--- config.mk ---
export PLATFORM = sky130hd
export DESIGN_NAME = quad_decoder
export DESIGN_NICKNAME = d
export VERILOG_FILES = /design/src/rtl/quad_dec_pkg.sv /design/src/rtl/qd_chan_filter.sv /design/src/rtl/qd_control.sv /design/src/rtl/qd_datapath.sv /design/src/rtl/quad_decoder.sv
export SDC_FILE = /design/constraint.sdc
export NUM_CORES = 1
export LEC_CHECK = 0
export BUFFER_PORTS_ARGS = -buffer_cell sky130_fd_sc_hd__clkbuf_2
export CAP_MARGIN = 30
export CORE_AREA = 2 2 39 41
export CTS_CLUSTER_DIAMETER = 120
export DETAILED_ROUTE_END_ITERATION = 16
export DIE_AREA = 0 0 41 43
export HOLD_SLACK_MARGIN = 0.06
export REMOVE_ABC_BUFFERS = 1
export SYNTH_ARGS = -nofsm -noshare
export SYNTH_HDL_FRONTEND = slang
export SYNTH_SLANG_ARGS = --single-unit
--- constraint.sdc ---
create_clock -name clk -period 1.6 [get_ports clk]
set_clock_uncertainty 0.15 [all_clocks]
set_input_delay 0.08 -clock clk [delete_from_list [all_inputs] [get_ports clk]]
set_output_delay 0.08 -clock clk [all_outputs]
set_load 0.01 [all_outputs]
--- src/rtl/quad_dec_pkg.sv ---
package quad_dec_pkg;

  typedef enum logic [1:0] {
    RES_1X     = 2'b00,
    RES_2X     = 2'b01,
    RES_4X     = 2'b10,
    RES_4X_ALT = 2'b11
  } resMode_t;

  // Strobes handed from the decode control to the output datapath.
  typedef struct packed {
    logic countStb;
    logic dirUp;
    logic faultStb;
  } decStrobe_t;

  localparam int NUM_CH = 2;

  // Next state of the forward sequence, state written {A,B}.
  function automatic logic [1:0] fwdNext(input logic [1:0] s);
    case (s)
      2'b00:   fwdNext = 2'b01;
      2'b01:   fwdNext = 2'b11;
      2'b11:   fwdNext = 2'b10;
      default: fwdNext = 2'b00;
    endcase
  endfunction

endpackage

--- src/rtl/qd_chan_filter.sv ---
module qd_chan_filter #(
  parameter int SYNC_STAGES = 2,
  parameter int FILT_LEN    = 3
) (
  input  logic clk,
  input  logic rstN,
  input  logic rawIn,
  output logic levelOut
);

  logic [SYNC_STAGES-1:0] syncQ;
  logic [FILT_LEN-1:0]    tapQ;
  logic                   allHigh;
  logic                   allLow;

  always_ff @(posedge clk or negedge rstN) begin
    if (!rstN) begin
      syncQ <= '0;
      tapQ  <= '0;
    end else begin
      syncQ <= {syncQ[SYNC_STAGES-2:0], rawIn};
      tapQ  <= {tapQ[FILT_LEN-2:0], syncQ[SYNC_STAGES-1]};
    end
  end

  assign allHigh = &tapQ;
  assign allLow  = ~|tapQ;

  always_ff @(posedge clk or negedge rstN) begin
    if (!rstN) begin
      levelOut <= 1'b0;
    end else if (allHigh) begin
      levelOut <= 1'b1;
    end else if (allLow) begin
      levelOut <= 1'b0;
    end
  end

  // a qualified level cannot flip again on the very next clock
  filt_stable_chk: assert property (@(posedge clk) disable iff (!rstN)
    (levelOut != $past(levelOut)) |=> (levelOut == $past(levelOut)));

endmodule

--- src/rtl/qd_control.sv ---
module qd_control
  import quad_dec_pkg::*;
(
  input  logic [1:0]  curState,
  input  logic [1:0]  prevState,
  input  logic [1:0]  modeSel,
  output decStrobe_t  strobes
);

  logic [1:0] diff;
  logic       oneStep;
  logic       goingUp;
  logic       hit;

  assign diff    = curState ^ prevState;
  assign oneStep = (diff == 2'b01) || (diff == 2'b10);
  assign goingUp = (curState == fwdNext(prevState));

  always_comb begin
    case (resMode_t'(modeSel))
      RES_1X: hit = oneStep &&
                    ((goingUp  && prevState == 2'b10 && curState == 2'b00) ||
                     (!goingUp && prevState == 2'b00 && curState == 2'b10));
      RES_2X: hit = oneStep && diff[1];
      default: hit = oneStep;
    endcase
  end

  always_comb begin
    strobes.countStb = hit;
    strobes.dirUp    = goingUp;
    strobes.faultStb = (diff == 2'b11);
  end

endmodule

--- src/rtl/qd_datapath.sv ---
module qd_datapath
  import quad_dec_pkg::*;
#(
  parameter int SYNC_STAGES = 2,
  parameter int FILT_LEN    = 3
) (
  input  logic        clk,
  input  logic        rstN,
  input  logic [1:0]  rawIn,
  input  logic [1:0]  modeSel,
  input  decStrobe_t  strobes,
  output logic [1:0]  curState,
  output logic [1:0]  prevState,
  output logic        countEn,
  output logic        upDn,
  output logic        illegalErr
);

  for (genvar ch = 0; ch < NUM_CH; ch++) begin : g_chan
    qd_chan_filter #(
      .SYNC_STAGES(SYNC_STAGES),
      .FILT_LEN   (FILT_LEN)
    ) u_filt (
      .clk     (clk),
      .rstN    (rstN),
      .rawIn   (rawIn[ch]),
      .levelOut(curState[ch])
    );
  end

  always_ff @(posedge clk or negedge rstN) begin
    if (!rstN) begin
      prevState  <= 2'b00;
      countEn    <= 1'b0;
      upDn       <= 1'b0;
      illegalErr <= 1'b0;
    end else begin
      prevState  <= curState;
      countEn    <= strobes.countStb;
      illegalErr <= strobes.faultStb;
      if (strobes.countStb) upDn <= strobes.dirUp;
    end
  end

  // never count and fault together
  no_err_cnt_chk: assert property (@(posedge clk) disable iff (!rstN)
    !(countEn && illegalErr));

  // a count only follows a single-channel step
  one_step_cnt_chk: assert property (@(posedge clk) disable iff (!rstN)
    countEn |-> ($countones($past(curState ^ prevState)) == 1));

  // a fault only follows a two-channel step
  dual_step_err_chk: assert property (@(posedge clk) disable iff (!rstN)
    illegalErr |-> ($past(curState ^ prevState) == 2'b11));

  // in 1x mode only the 10<->00 steps count
  one_x_pos_chk: assert property (@(posedge clk) disable iff (!rstN)
    (countEn && $past(modeSel) == 2'b00) |->
      (($past(prevState) == 2'b10 && $past(curState) == 2'b00) ||
       ($past(prevState) == 2'b00 && $past(curState) == 2'b10)));

  // in 2x mode only A steps count
  two_x_pos_chk: assert property (@(posedge clk) disable iff (!rstN)
    (countEn && $past(modeSel) == 2'b01) |->
      ($past(curState[1]) != $past(prevState[1])));

endmodule

--- src/rtl/quad_decoder.sv ---
module quad_decoder
  import quad_dec_pkg::*;
#(
  parameter int SYNC_STAGES = 2,
  parameter int FILT_LEN    = 3
) (
  input  logic       clk,
  input  logic       rstN,
  input  logic       chA,
  input  logic       chB,
  input  logic [1:0] modeSel,
  output logic       countEn,
  output logic       upDn,
  output logic       illegalErr
);

  decStrobe_t strobes;
  logic [1:0] curState;
  logic [1:0] prevState;

  qd_datapath #(
    .SYNC_STAGES(SYNC_STAGES),
    .FILT_LEN   (FILT_LEN)
  ) u_dp (
    .clk       (clk),
    .rstN      (rstN),
    .rawIn     ({chA, chB}),
    .modeSel   (modeSel),
    .strobes   (strobes),
    .curState  (curState),
    .prevState (prevState),
    .countEn   (countEn),
    .upDn      (upDn),
    .illegalErr(illegalErr)
  );

  qd_control u_ctl (
    .curState (curState),
    .prevState(prevState),
    .modeSel  (modeSel),
    .strobes  (strobes)
  );

endmodule

* After elaboration in Yosys (flattened, before gate mapping)
Cells that the tools add are included.
** Storage, ports and cells
- Flip-flop bits (word level) :: 17
- Input bits :: 6
- Output and inout port bits :: 3
- Word-level logic and storage cells :: 44
** Cells by class
- Eq/ne operators :: 11
- Multiplexer cells :: 6
- Bitwise operators :: 1
- Reductions and logical operators :: 16
** Operators with widths (number)
- 2-bit equality test (second input constant) :: 5
- 2-bit by 1-bit equality test with 1-bit output (second input constant) :: 3
- 1-bit logical AND :: 6
- 2-bit logical NOT :: 3
- 2-bit case mux with 3 select lines :: 1
- 3-bit AND reduction :: 2
- 3-bit OR reduction :: 2
- 1-bit 2-to-1 mux :: 4
- 2-bit inequality test (second input constant) :: 2
- 2-bit equality test :: 1
- 1-bit logical OR :: 2
- 1-bit case mux with 2 select lines :: 1
- 2-bit XOR :: 1
- 1-bit logical NOT :: 1

* Logic depth before layout (Yosys ltp)
Gate-level depths: netlist of run 1.
- Depth after elaboration :: 9
- Depth in mapped cells :: 4
- Mapped depth without buffers :: 4

* Modules after synthesis
A second synthesis of run 1 with hierarchy kept.
** Second synthesis, totals
- Cell total of the unflattened synthesis :: 37
- Area total of the unflattened synthesis :: 565.5 um^2
** By module, submodules not included
- qd_chan_filter :: instances 2, cells each 10, area an instance 168.9 um^2, seq. area each 150.1 um^2
- qd_datapath :: instances 1, cells each 6, area an instance 140.1 um^2, seq. area each 125.1 um^2
- qd_control :: instances 1, cells each 11, area an instance 87.6 um^2, seq. area each 0.0 um^2

* Worst setup path after synthesis of run 1
OpenSTA, ideal clock, no wires.
- Kind :: flip-flop to flip-flop
- From :: reg u_dp.g_chan[1].u_filt.levelOut
- To :: reg u_dp.upDn
- Library setup time :: 125 ps
- Arrival time :: 1310 ps
- Data required time :: 1325 ps
- Path slack :: 15 ps
- Stages on the path, launching flop included :: 5
- Path buffers :: 0
- Period minus slack after synthesis :: 1585 ps
- Path through :: dfrtp_1 > xor2_1 > ha_1 > o221a_4 > mux2_4
** RTL lines
- from (decl) :: RTL line qd_chan_filter.sv:8 : output logic levelOut
- from (signal assigned) :: RTL line qd_chan_filter.sv:31 : levelOut <= 1'b0;
- from (signal assigned) :: RTL line qd_chan_filter.sv:33 : levelOut <= 1'b1;
- from (signal assigned) :: RTL line qd_chan_filter.sv:35 : levelOut <= 1'b0;
- to (signal assigned) :: RTL line qd_datapath.sv:41 : if (strobes.countStb) upDn <= strobes.dirUp;
- to (decl) :: RTL line qd_datapath.sv:15 : output logic upDn,

==> results summary, run 1 <==
The number of placement rows is 14. In this run the worst setup path begins at u_dp.prevState[1]. Counting flops and latches in the post-synthesis netlist gives 17. The slew at the pin with the worst max-slew slack is 0.401 ns.

The fraction of final layout cells sized beyond drive strength 1 is 0.309. The level count of the clock H-tree came out at 1. The max-slew violation total from the final report is 0.

The routed wire length is 820 µm. The leakage power summed over all cells came out at 0.340 nW. The number of input and output port buffers inserted came out at 8. The type of destination of the critical path is a flop. The die covers 0.00176 mm². The number of max-cap violations is 0. At the placement stage, the worst setup path has a slack of -0.0298 ns. The largest driver fanout on the critical path is 2. In this run the most used layer during global routing was met2. The period utilization is 1.01. The required time of the critical path came out at 1.62 ns.

The remaining global-route overflow is 0. The worst-case vdd ir drop is 0.000526 V. The post-synthesis instance area is 559 µm². The post-synthesis cell type count came out at 11. Setup total negative slack on the finished layout was measured at -0.0106 ns. The die is 43 µm tall. The maximum number of buffers from clock root to sink is 2. The met3 usage came out at 0.0314.

The overall track demand over capacity in global routing came out at 0.126. Headroom to the max-slew limit came out at 0.733. The highest clock frequency the design can meet came out at 621 MHz. The largest net degree at the start of global routing is 18. The number of buffers created by CTS came out at 3.

The CTS root buffer is sky130_fd_sc_hd__clkbuf_4. For met2 alone, demand over resource in global routing was 0.216. The arrival time of the worst setup path is 1.63 ns.

The clock-pin slew on the worst setup and hold paths is 0.09 ns. The worst path setup slack after routing came out at -0.0106 ns. For this design the ratio of total power to cell area is 1240 mW/mm². Setup repair after global routing could not meet its margin everywhere. The placeable core area is 0.00138 mm². The net count reported at finish is 63. For met1 alone, demand over resource in global routing was 0.143. After routing the design area is 716 µm². After detailed placement, the total cell area comes to 642 µm².

The width of the chip came out at 41 µm. The number of warning messages in the yosys log is 0. After layout, the minimum clock period comes to 1.61 ns. The area growth from synthesis to layout is 28.0%. The iteration count of the initial detailed-routing pass came out at 2.

The initial antenna violation count came out at 0. Setup violations remaining at the end of the flow were counted as 1. The number of instances in the synthesized netlist is 35. For the worst-skew pair, the clock arrives at the later sink with an insertion delay of 0.28 ns. The number of filler cells placed in the layout is 125. The hold violation total from the final report was 0. The diode insertion count for antenna repair is 0. TritonCTS built the clock tree. During I/O placement, the number of pins put on the boundary was 9.

Dividing the detail-routed wire length by the instance count gives 11.5 µm. The weighted congestion at the end of routability-driven global placement is 0.600. The footprint of the multi-input gates came out at 126 µm². The post-detailed-route count of antenna-violating nets is 0.

The starting DRC count in detailed routing came out at 3. The sequential standard cell area is 425 µm². The detailed-route vias per instance is 4.61. The number of global-route vias before repair is 382. The type of origin of the critical path is a flop. The synthesized area per cell is 16.0 µm². The checks that failed: negative setup slack. The wire length of the first global-routing pass is 1460 µm.

The flow ran to the end, but the final reports show violations. The remaining design rule violation count came out at 0. The CTS sink count is 17. The start-to-end type of the worst setup path is reg -> reg.

The class of the most critical hold timing path is in -> reg. The effective utilization at floorplan came out at 0.404. The final HPWL from detailed placement came out at 602 µm. The total via count after detailed routing is 327. The reg-to-reg startpoint is u_dp.prevState[1]. For this run, the register share of the synthesized area comes to 0.761.

The worst hold path begins at modeSel[0].
## synth_stat cells, drive strengths merged
library cell   n  area share
or2            1       0.011
xor2           3       0.047
mux2           1       0.027
inv            2       0.013
o221a          1       0.036
dfrtp         17        0.76
nor2           2       0.013
ha             1       0.022
o21ai          4       0.036
xnor2          1       0.016
a21oi          2       0.018
## where the power goes
group          internal [mW]  switching [mW]  leakage, nW
sequential             0.477          0.0220        0.197
clock                 0.0965           0.118       0.0150
combinational         0.0965          0.0765        0.128
## logic make-up (layout without fill, tap and decap cells)
| kind of cell | after synthesis | count (layout) | share of synthesized area |
|---|---|---|---|
| adder cells (fa/ha/maj) | 1 | 1 | 0.0224 |
| AO/OA/AOI/OAI | 7 | 7 | 0.0895 |
| XOR/XNOR | 4 | 4 | 0.0627 |
| flip-flops | 17 | 17 | 0.761 |
| buffers and inverters | 2 | 22 | 0.0134 |
| multiplexers | 1 | 1 | 0.0268 |
| AND/OR/NAND/NOR | 3 | 3 | 0.0246 |
## critical path, cell delays in order (launching register included)
cell and delay [ns]:
sky130_fd_sc_hd__dfrtp_1 0.40, sky130_fd_sc_hd__xor2_1 0.18, sky130_fd_sc_hd__ha_1 0.30, sky130_fd_sc_hd__o221a_4 0.18, sky130_fd_sc_hd__mux2_4 0.29
## cells in the final DEF, fill, tap and decap left out, drive strengths merged, types with 2 or more instances in the layout
master / instances
dfrtp: 17
clkbuf: 12
o21ai: 4
dlygate4sd3: 4
buf: 4
xor2: 3
nor2: 2
inv: 2
a21oi: 2
## worst paths after layout
path	end	slack, ns	cells after the start
min reg2reg	u_dp.g_chan[1].u_filt.tapQ[0]	0.21	0
max	u_dp.upDn	-0.01	4
max in group asynchronous	u_dp.g_chan[0].u_filt.syncQ[0]	0.91	2
max reg2reg	u_dp.upDn	-0.01	4
min	u_dp.countEn	0.07	3
min in group asynchronous	u_dp.g_chan[1].u_filt.syncQ[0]	0.11	2
## state kept, by name (all words and copies together), names as in the netlist
register and cells:
u_dp.g_chan.u_filt.levelOut 2, u_dp.upDn 1, u_dp.countEn 1, u_dp.g_chan.u_filt.syncQ 4
u_dp.illegalErr 1, u_dp.prevState 2, u_dp.g_chan.u_filt.tapQ 6
## metal layers
metal  up-vias  part of all wire
met1       163              0.43
met5         -                 0
met3         0             0.049
li1        155                 -
met2         9              0.52
met4         0                 0
## repair_timing
item                       4_1_cts  5_1_grt
pin swaps                        0        0
hold endpoints to repair        20        0
hold buffers                     4        0
buffers inserted                 1        0
setup endpoints to repair        1        1
resized for setup                0        0
## cell type report
cell class              instances  area share
clock buffers                   4      0.0367
inverters                       2      0.0105
multi-input cells              16       0.177
flip-flops and latches         17       0.594
well taps                      16      0.0280
repair buffers                 16       0.154
## metrics by stage
stage	hold WS, ns	power [mW]	utilization	cells
3_3_place_gp	-0.138	0.660	0.464	62
2_1_floorplan	-0.366	0.602	-	35
3_5_place_dp	-0.121	0.674	0.464	62
4_1_cts	0.0618	0.899	0.517	71
6_report	0.0661	0.886	0.517	71
5_1_grt	0.0702	0.945	0.517	71
Power figures use the tool's default switching activity.
==> run 2, diff against run 1 <==
BUFFER_PORTS_ARGS = not set   (was -buffer_cell sky130_fd_sc_hd__clkbuf_2)
DONT_BUFFER_PORTS = 1   (was not set)
SYNTH_HIERARCHICAL = 1   (was not set)
==> results summary, run 2 <==
The largest registers in the layout are u_dp/g_chan.u_filt/tapQ (6), u_dp/g_chan.u_filt/syncQ (4). The effective utilization at floorplan is 0.409 (+0.00452). Traced cell by cell, the critical path runs through xor2_1 -> ha_1 -> o221a_2 -> mux2_4.

The final reports fail on negative setup slack. The final routed wire length divided by cell count came out at 14.6 µm (+26%). The number of synthesized flops with an enable pin is 0 (unchanged). The level count of the clock H-tree is 1 (unchanged). The largest driver fanout on the critical path is 2 (unchanged). The max-slew violation total from the final report is 0 (unchanged).

The net count reported at finish came out at 56 (-11%). The width of the chip came out at 41 µm (unchanged). The synthesized design spends more area on one cell type than any other, namely sky130_fd_sc_hd__dfrtp_1. The post-synthesis cell type count came to 12 (+1). The post-synthesis instance area came out at 566 µm² (+1.1%).

The total via count after detailed routing came out at 309 (-5.5%). The detailed-route vias per instance was 4.83 (+4.8%). The maximum number of buffers from clock root to sink was 2 (unchanged). The flip-flop cell with the highest count after synthesis is sky130_fd_sc_hd__dfrtp_1. The required time of the critical path came out at 1.63 ns (about the same). The type of origin of the critical path is a flop. The leakage power summed over all cells came out at 0.308 nW (-9.5%). The relative slew slack came out at 0.503 (-0.229).

The post-detailed-route count of antenna-violating nets came out at 0 (unchanged). The weighted congestion at the end of routability-driven global placement is 0.671 (+12%). The height of the die was 43 µm (unchanged).

The hold violation total from the final report is 0 (unchanged). The starting DRC count in detailed routing is 2 (-1). The wire length of the first global-routing pass came out at 1410 µm (-2.8%).

Tracing the worst setup path back leads to its startpoint at u_dp/prevState[1]. The fraction of final layout cells sized beyond drive strength 1 came out at 0.208 (-0.101). The initial antenna violation count is 0 (unchanged).

The number of global-route vias before repair came to 318 (-17%). The worst register-to-register path begins at u_dp/prevState[1]. The depth of the worst register-to-register path is 4 (unchanged). The area growth from synthesis to layout is 19.7%. The routed wire length came to 932 µm (+14%). Setup repair after global routing could not meet its margin everywhere. Clock tree synthesis selected as its root buffer the cell sky130_fd_sc_hd__clkbuf_4.

The placeable core area came to 0.00138 mm² (unchanged). The iteration count of the initial detailed-routing pass came out at 4 (+2). The number of instances in the synthesized netlist is 37 (+5.7%). The worst-case vdd ir drop is 0.000475 V (-9.8%). Yosys instantiated no cell more often than sky130_fd_sc_hd__dfrtp_1. The diode insertion count for antenna repair is 0 (unchanged).

The setup-violating endpoint count in the final report is 1 (unchanged). The largest net degree at the start of global routing was 18 (unchanged). The number of post-CTS setup repair buffers came to 0 (-1).

The slew at the pin with the worst max-slew slack is 0.742 ns (+0.341 ns). In this run the worst hold path is classified as in -> async. The count of pins on the block boundary is 9 (unchanged).

The overall track demand over capacity in global routing is 0.131 (+0.00541). The worst reg-to-reg setup slack is -0.03 ns (-0.02 ns). In this run the critical register-to-register path is captured at u_dp/upDn. The clock latency on the worst-skew pair is 0.28 ns (about the same). The area fraction of the dominant cell type after synthesis is 0.752 (-0.00841). The remaining global-route overflow is 0 (unchanged). The number of input and output port buffers inserted came out at 0 (-8). The worst setup timing slack at the placement stage came to -0.0214 ns (+0.00847 ns). The number of placement rows came out at 14 (unchanged). The minimum period implied by the final worst setup slack is 1.63 ns (+0.0160 ns). The top cell types in the final layout, fill and taps aside, are 17 x sky130_fd_sc_hd__dfrtp_1, 5 x sky130_fd_sc_hd__dlygate4sd3_1, 4 x sky130_fd_sc_hd__buf_4, 4 x sky130_fd_sc_hd__o21ai_1. The worst path setup slack after routing came out at -0.0266 ns (-0.0160 ns).

Counting flops per register, the top entry is u_dp/g_chan.u_filt/tapQ. The remaining design rule violation count came out at 0 (unchanged). The number of max-cap violations came out at 0 (unchanged).

STA classifies the critical path endpoint as a flop. The final HPWL from detailed placement came to 648 µm (+7.7%). The power density over the cells came to 1280 mW/mm² (+3.2%). The die area came out at 0.00176 mm² (unchanged). The CTS sink count came to 17 (unchanged). The period utilization came out at 1.02 (+0.0100). The arrival time of the worst setup path came out at 1.65 ns (+0.02 ns).

The number of flip-flops under the largest register name is 6 (unchanged). The synthesized flop and latch total is 17 (unchanged). The clock-pin slew on the worst setup and hold paths is 0.10 ns (about the same). The number of warning messages in the yosys log came out at 6 (+6). The number of buffers created by CTS came out at 3 (unchanged). Ranked by total cell area, the synthesized netlist is headed by sky130_fd_sc_hd__dfrtp_1 75%, sky130_fd_sc_hd__xor2_1 4.6%, sky130_fd_sc_hd__o21ai_1 3.5%.

The sequential fraction of the synthesis area was 0.752 (-0.00841). The most common cell after layout, fill and taps aside is sky130_fd_sc_hd__dfrtp_1. The highest cell delay on the worst timing path came out at 0.41 ns (about the same). The synthesized area per cell is 15.3 µm² (-4.3%). The number of filler cells placed in the layout came out at 119 (-4.8%). The commonest cells after synthesis are 17 x sky130_fd_sc_hd__dfrtp_1, 4 x sky130_fd_sc_hd__o21ai_1, 3 x sky130_fd_sc_hd__xor2_1. The start-to-end type of the worst setup path is reg -> reg. TritonCTS built the clock tree. The flow ran to the end, but the final reports show violations.

The cell with the largest stage delay on the worst path is sky130_fd_sc_hd__dfrtp_1. The summed negative setup slack over all endpoints is -0.0266 ns (-0.0160 ns). The proportion of register bits with asynchronous set or reset after synthesis is 1.00 (unchanged). The highest clock frequency the design can meet is 615 MHz (-0.98%). The final total power is 0.865 mW (-2.4%).
[run 2: worst max-delay path, delay by kind of cell, from the launching register on]
kind | cells | cell delay (ns)
compound gates | 1 | 0.19
flops | 1 | 0.41
xor+xnor | 1 | 0.19
fa+ha+maj | 1 | 0.28
mux | 1 | 0.30
[run 2: where the power goes]
group	internal (mW)	total, mW	leakage, nW	switching (mW)
Combinational	0.0722	0.129	0.0956	0.0563
Clock	0.0967	0.220	0.0150	0.123
Sequential	0.477	0.517	0.197	0.0393
Total	0.646	0.865	0.308	0.218
[run 2: cell families (layout without fill, tap and decap cells)]
| kind of cell | after synthesis | in the layout | synth area share |
|---|---|---|---|
| AOI/OAI and AO/OA | 7 | 7 | 0.0730 |
| DFF | 17 | 17 | 0.752 |
| and+or+nand+nor | 3 | 3 | 0.0243 |
| buffers and inverters | 4 | 15 | 0.0398 |
| muxes | 1 | 1 | 0.0265 |
| xor gates and xnor gates | 4 | 4 | 0.0620 |
| adders and majority gates | 1 | 1 | 0.0221 |
[run 2: area by class of cell]
| cell class | count | area, µm² | share of cell area |
|---|---|---|---|
| Clock buffer | 4 | 26.3 | 0.0388 |
| Inverter | 2 | 7.51 | 0.0111 |
| Timing Repair Buffer | 9 | 80.1 | 0.118 |
| Sequential cell | 17 | 425 | 0.628 |
| Tap cell | 16 | 20.0 | 0.0296 |
| Multi-Input combinational cell | 16 | 118 | 0.174 |
[run 2: repair_timing]
action,in CTS,in global routing
gates resized for setup,0,0
hold endpoints to repair,21,0
hold buffers,5,0
setup endpoints to repair,1,1
[run 2: how the worst max path moves through the flow]
stage	to	slack (ns)	depth (start not counted)
5_1_grt	u_dp/upDn	-0.06	4
2_1_floorplan	u_dp/upDn	0.02	4
6_report	u_dp/upDn	-0.03	4
3_5_place_dp	u_dp/upDn	-0.02	4
3_3_place_gp	u_dp/upDn	0.05	4
4_1_cts	u_dp/upDn	-0.03	4
[run 2: metal layers]
layer	up-vias	GRT usage	wire length, µm
met5	-	0	0
met4	0	0.0800	0
met3	0	0.0314	52
met2	11	0.216	548
met1	159	0.140	331
li1	139	-	-
[run 2: per-stage QoR]
step                      cells   util  area (µm²)  hold slack [ns]
after floorplan              35      -         551           -0.366
after global placement       55  0.434         601           -0.365
after detailed placement     55  0.434         601           -0.365
after CTS                    64  0.489         677            0.162
after global routing         64  0.489         677            0.183
final                        64  0.489         677            0.143
==> run 3, diff against run 2 <==
REMOVE_ABC_BUFFERS = not set   (was 1)
==> results summary, run 3 (synthesis results as in run 2) <==
The flow ran to the end, but the final reports show violations. The checks that failed: negative setup slack. The worst hold slack came out at 0.143 ns (+0.000867 ns). The number of buffers created by CTS is 3 (unchanged). The wire length of the first global-routing pass came out at 1250 µm (-12%). The relative slew slack is 0.521 (+0.0178). The worst path setup slack after routing came out at -0.0183 ns (+0.00829 ns). The largest net degree at the start of global routing is 18 (unchanged). The finished layout cell area came out at 693 µm² (+2.4%). The setup-violating endpoint count in the final report was 1 (unchanged). The area growth from synthesis to layout came out at 22.6%. The count of pins on the block boundary came to 9 (unchanged). The worst reg-to-reg setup slack was -0.02 ns (about the same). The total nets after synthesis came out at 44. Setup repair after global routing could not meet its margin everywhere.

The period utilization is 1.01 (-0.00518). The initial antenna violation count came to 0 (unchanged). The detailed-route vias per instance came out at 4.54 (-6.0%). The minimum period implied by the final worst setup slack came out at 1.62 ns (-0.00829 ns).

The leakage power summed over all cells is 0.316 nW (+2.5%). The largest driver fanout on the critical path is 2 (unchanged). The overall track demand over capacity in global routing is 0.112 (-0.0184). The number of input and output port buffers inserted is 0 (unchanged). The remaining design rule violation count came out at 0 (unchanged). The max-slew violation total from the final report was 0 (unchanged). The weighted congestion at the end of routability-driven global placement came out at 0.664 (-1.1%). The CTS root buffer is sky130_fd_sc_hd__clkbuf_4. The highest cell delay on the worst timing path came out at 0.39 ns (-0.02 ns). In this run the worst hold path is classified as in -> async.

The die area is 0.00176 mm² (unchanged). The placement-stage cell area is 593 µm² (-1.2%). The number of global-route vias before repair came out at 303 (-4.7%). The diode insertion count for antenna repair came out at 0 (unchanged). The largest registers in the layout are u_dp/g_chan.u_filt/tapQ (6), u_dp/g_chan.u_filt/syncQ (4). The summed negative setup slack over all endpoints came out at -0.0183 ns (+0.00829 ns).

The total via count after detailed routing is 295 (-4.5%). The remaining global-route overflow came out at 0 (unchanged). The number of filler cells placed in the layout is 124 (+4.2%). The critical path ends at u_dp/upDn. The post-detailed-route count of antenna-violating nets is 0 (unchanged). TritonCTS built the clock tree. The total buffers and inverters traversed by the critical path was 0 (unchanged). The worst setup path is captured at a flop. The final total power is 0.864 mW (about the same). The register with the most flip-flops in the final layout is u_dp/g_chan.u_filt/tapQ. The CTS sink count came out at 17 (unchanged). The worst register-to-register path begins at u_dp/prevState[1]. The number of flip-flops under the largest register name came out at 6 (unchanged). Leaving out fill and tap cells, the most frequent cells in the layout are 17 x sky130_fd_sc_hd__dfrtp_1, 5 x sky130_fd_sc_hd__buf_4, 5 x sky130_fd_sc_hd__dlygate4sd3_1. The iteration count of the initial detailed-routing pass came out at 4 (unchanged). The depth of the critical timing path with buffers and inverters included came out at 4 (unchanged). The required time of the critical path came to 1.62 ns (about the same).

The effective utilization at floorplan is 0.409 (unchanged). The cell family with the largest share of critical-path delay is flip-flops. The start-to-end type of the worst setup path is reg -> reg. The power density over the cells came to 1250 mW/mm² (-2.4%). The hold violation total from the final report was 0 (unchanged). The final HPWL from detailed placement came out at 543 µm (-16%). The slew at the pin with the worst max-slew slack is 0.716 ns (-0.0266 ns).

STA classifies the critical path startpoint as a flop. The width of the chip came out at 41 µm (unchanged). The number of placement rows was 14 (unchanged). The critical register-to-register path endpoint is u_dp/upDn.

The critical path launch point is u_dp/prevState[1]. The starting DRC count in detailed routing came out at 6 (+4). The arrival time of the worst setup path came out at 1.63 ns (-0.02 ns).

The worst-case vdd ir drop is 0.000610 V (+28%). The fraction of final layout cells sized beyond drive strength 1 is 0.224 (+0.0162). The largest individual stage delay along the critical path comes from the cell sky130_fd_sc_hd__dfrtp_1.

The final routed wire length divided by cell count came to 11.7 µm (-20%). The routed wire length is 760 µm (-18%). The most common cell after layout, fill and taps aside is sky130_fd_sc_hd__dfrtp_1. The highest clock frequency the design can meet is 618 MHz (+0.51%).

The clock latency on the worst-skew pair came to 0.27 ns (about the same). The net count reported at finish came to 57 (+1.8%). The placeable core area is 0.00138 mm² (unchanged).

The maximum number of buffers from clock root to sink is 2 (unchanged). The level count of the clock H-tree came out at 1 (unchanged). The height of the die came out at 43 µm (unchanged). Traced cell by cell, the critical path runs through xor2_1 -> ha_1 -> o221a_4 -> mux2_4. The clock-pin slew on the worst setup and hold paths came out at 0.09 ns (about the same). The depth of the worst register-to-register path came to 4 (unchanged). The number of max-cap violations came to 0 (unchanged).
==> run 3: cell count changes in the layout (fill, tap and decap cells not counted), sizes merged <==
cell	before	now
buf	4	5
==> run 3: how the worst min path moves through the flow <==
stage	start	end	slack [ns]	depth (start not counted)
3_3_place_gp	rstN	u_dp/illegalErr	-0.37	0
5_1_grt	rstN	u_dp/countEn	0.17	1
6_report	rstN	u_dp/countEn	0.14	1
2_1_floorplan	rstN	u_dp/countEn	-0.37	0
3_5_place_dp	rstN	u_dp/illegalErr	-0.37	0
4_1_cts	rstN	u_dp/upDn	0.16	1
==> run 3: layer usage <==
| metal | vias to the layer above | share of wire | global-route usage |
|---|---|---|---|
| li1 | 141 | - | - |
| met2 | 9 | 0.53 | 0.172 |
| met5 | - | 0 | 0 |
| met4 | 0 | 0 | 0.0400 |
| met1 | 145 | 0.42 | 0.127 |
| met3 | 0 | 0.054 | 0.0628 |
==> run 3: report_power, final <==
part | internal [mW] | total (mW) | leakage, nW | switching [mW]
combinational | 0.0838 | 0.142 | 0.103 | 0.0581
sequential | 0.477 | 0.515 | 0.197 | 0.0375
clock | 0.0965 | 0.208 | 0.0150 | 0.111
total | 0.658 | 0.864 | 0.316 | 0.207
==> run 3: worst reg2reg max path: stages, from the launching register on <==
cell and delay (ns):
sky130_fd_sc_hd__dfrtp_1 0.39, sky130_fd_sc_hd__xor2_1 0.19, sky130_fd_sc_hd__ha_1 0.30, sky130_fd_sc_hd__o221a_4 0.18
sky130_fd_sc_hd__mux2_4 0.30
==> run 3: metrics by stage <==
| step | std cells | worst slack, ns | util |
|---|---|---|---|
| 3_3_place_gp | 54 | 0.0128 | 0.429 |
| 3_5_place_dp | 54 | -0.0298 | 0.429 |
| 4_1_cts | 64 | -0.0270 | 0.495 |
| 5_1_grt | 65 | -0.0557 | 0.501 |
| 6_report | 65 | -0.0183 | 0.501 |
| 2_1_floorplan | 37 | -0.0478 | - |
==> run 3: timing repair <==
| action | in CTS | in global routing |
|---|---|---|
| resized for setup | 1 | 0 |
| cloned | 0 | 0 |
| buffers inserted | 1 | 1 |
| hold buffers | 5 | 0 |
| hold endpoints to repair | 21 | 0 |
| endpoints found under the setup margin | 1 | 1 |
==> run 3: area by class of cell <==
| cell class | count | area, µm² | share of cell area |
|---|---|---|---|
| inverters | 2 | 7.51 | 0.0108 |
| repair buffers | 10 | 87.6 | 0.126 |
| flip-flops and latches | 17 | 425 | 0.614 |
| clock buffers | 4 | 26.3 | 0.0379 |
| well taps | 16 | 20.0 | 0.0289 |
| multi-input cells | 16 | 126 | 0.182 |
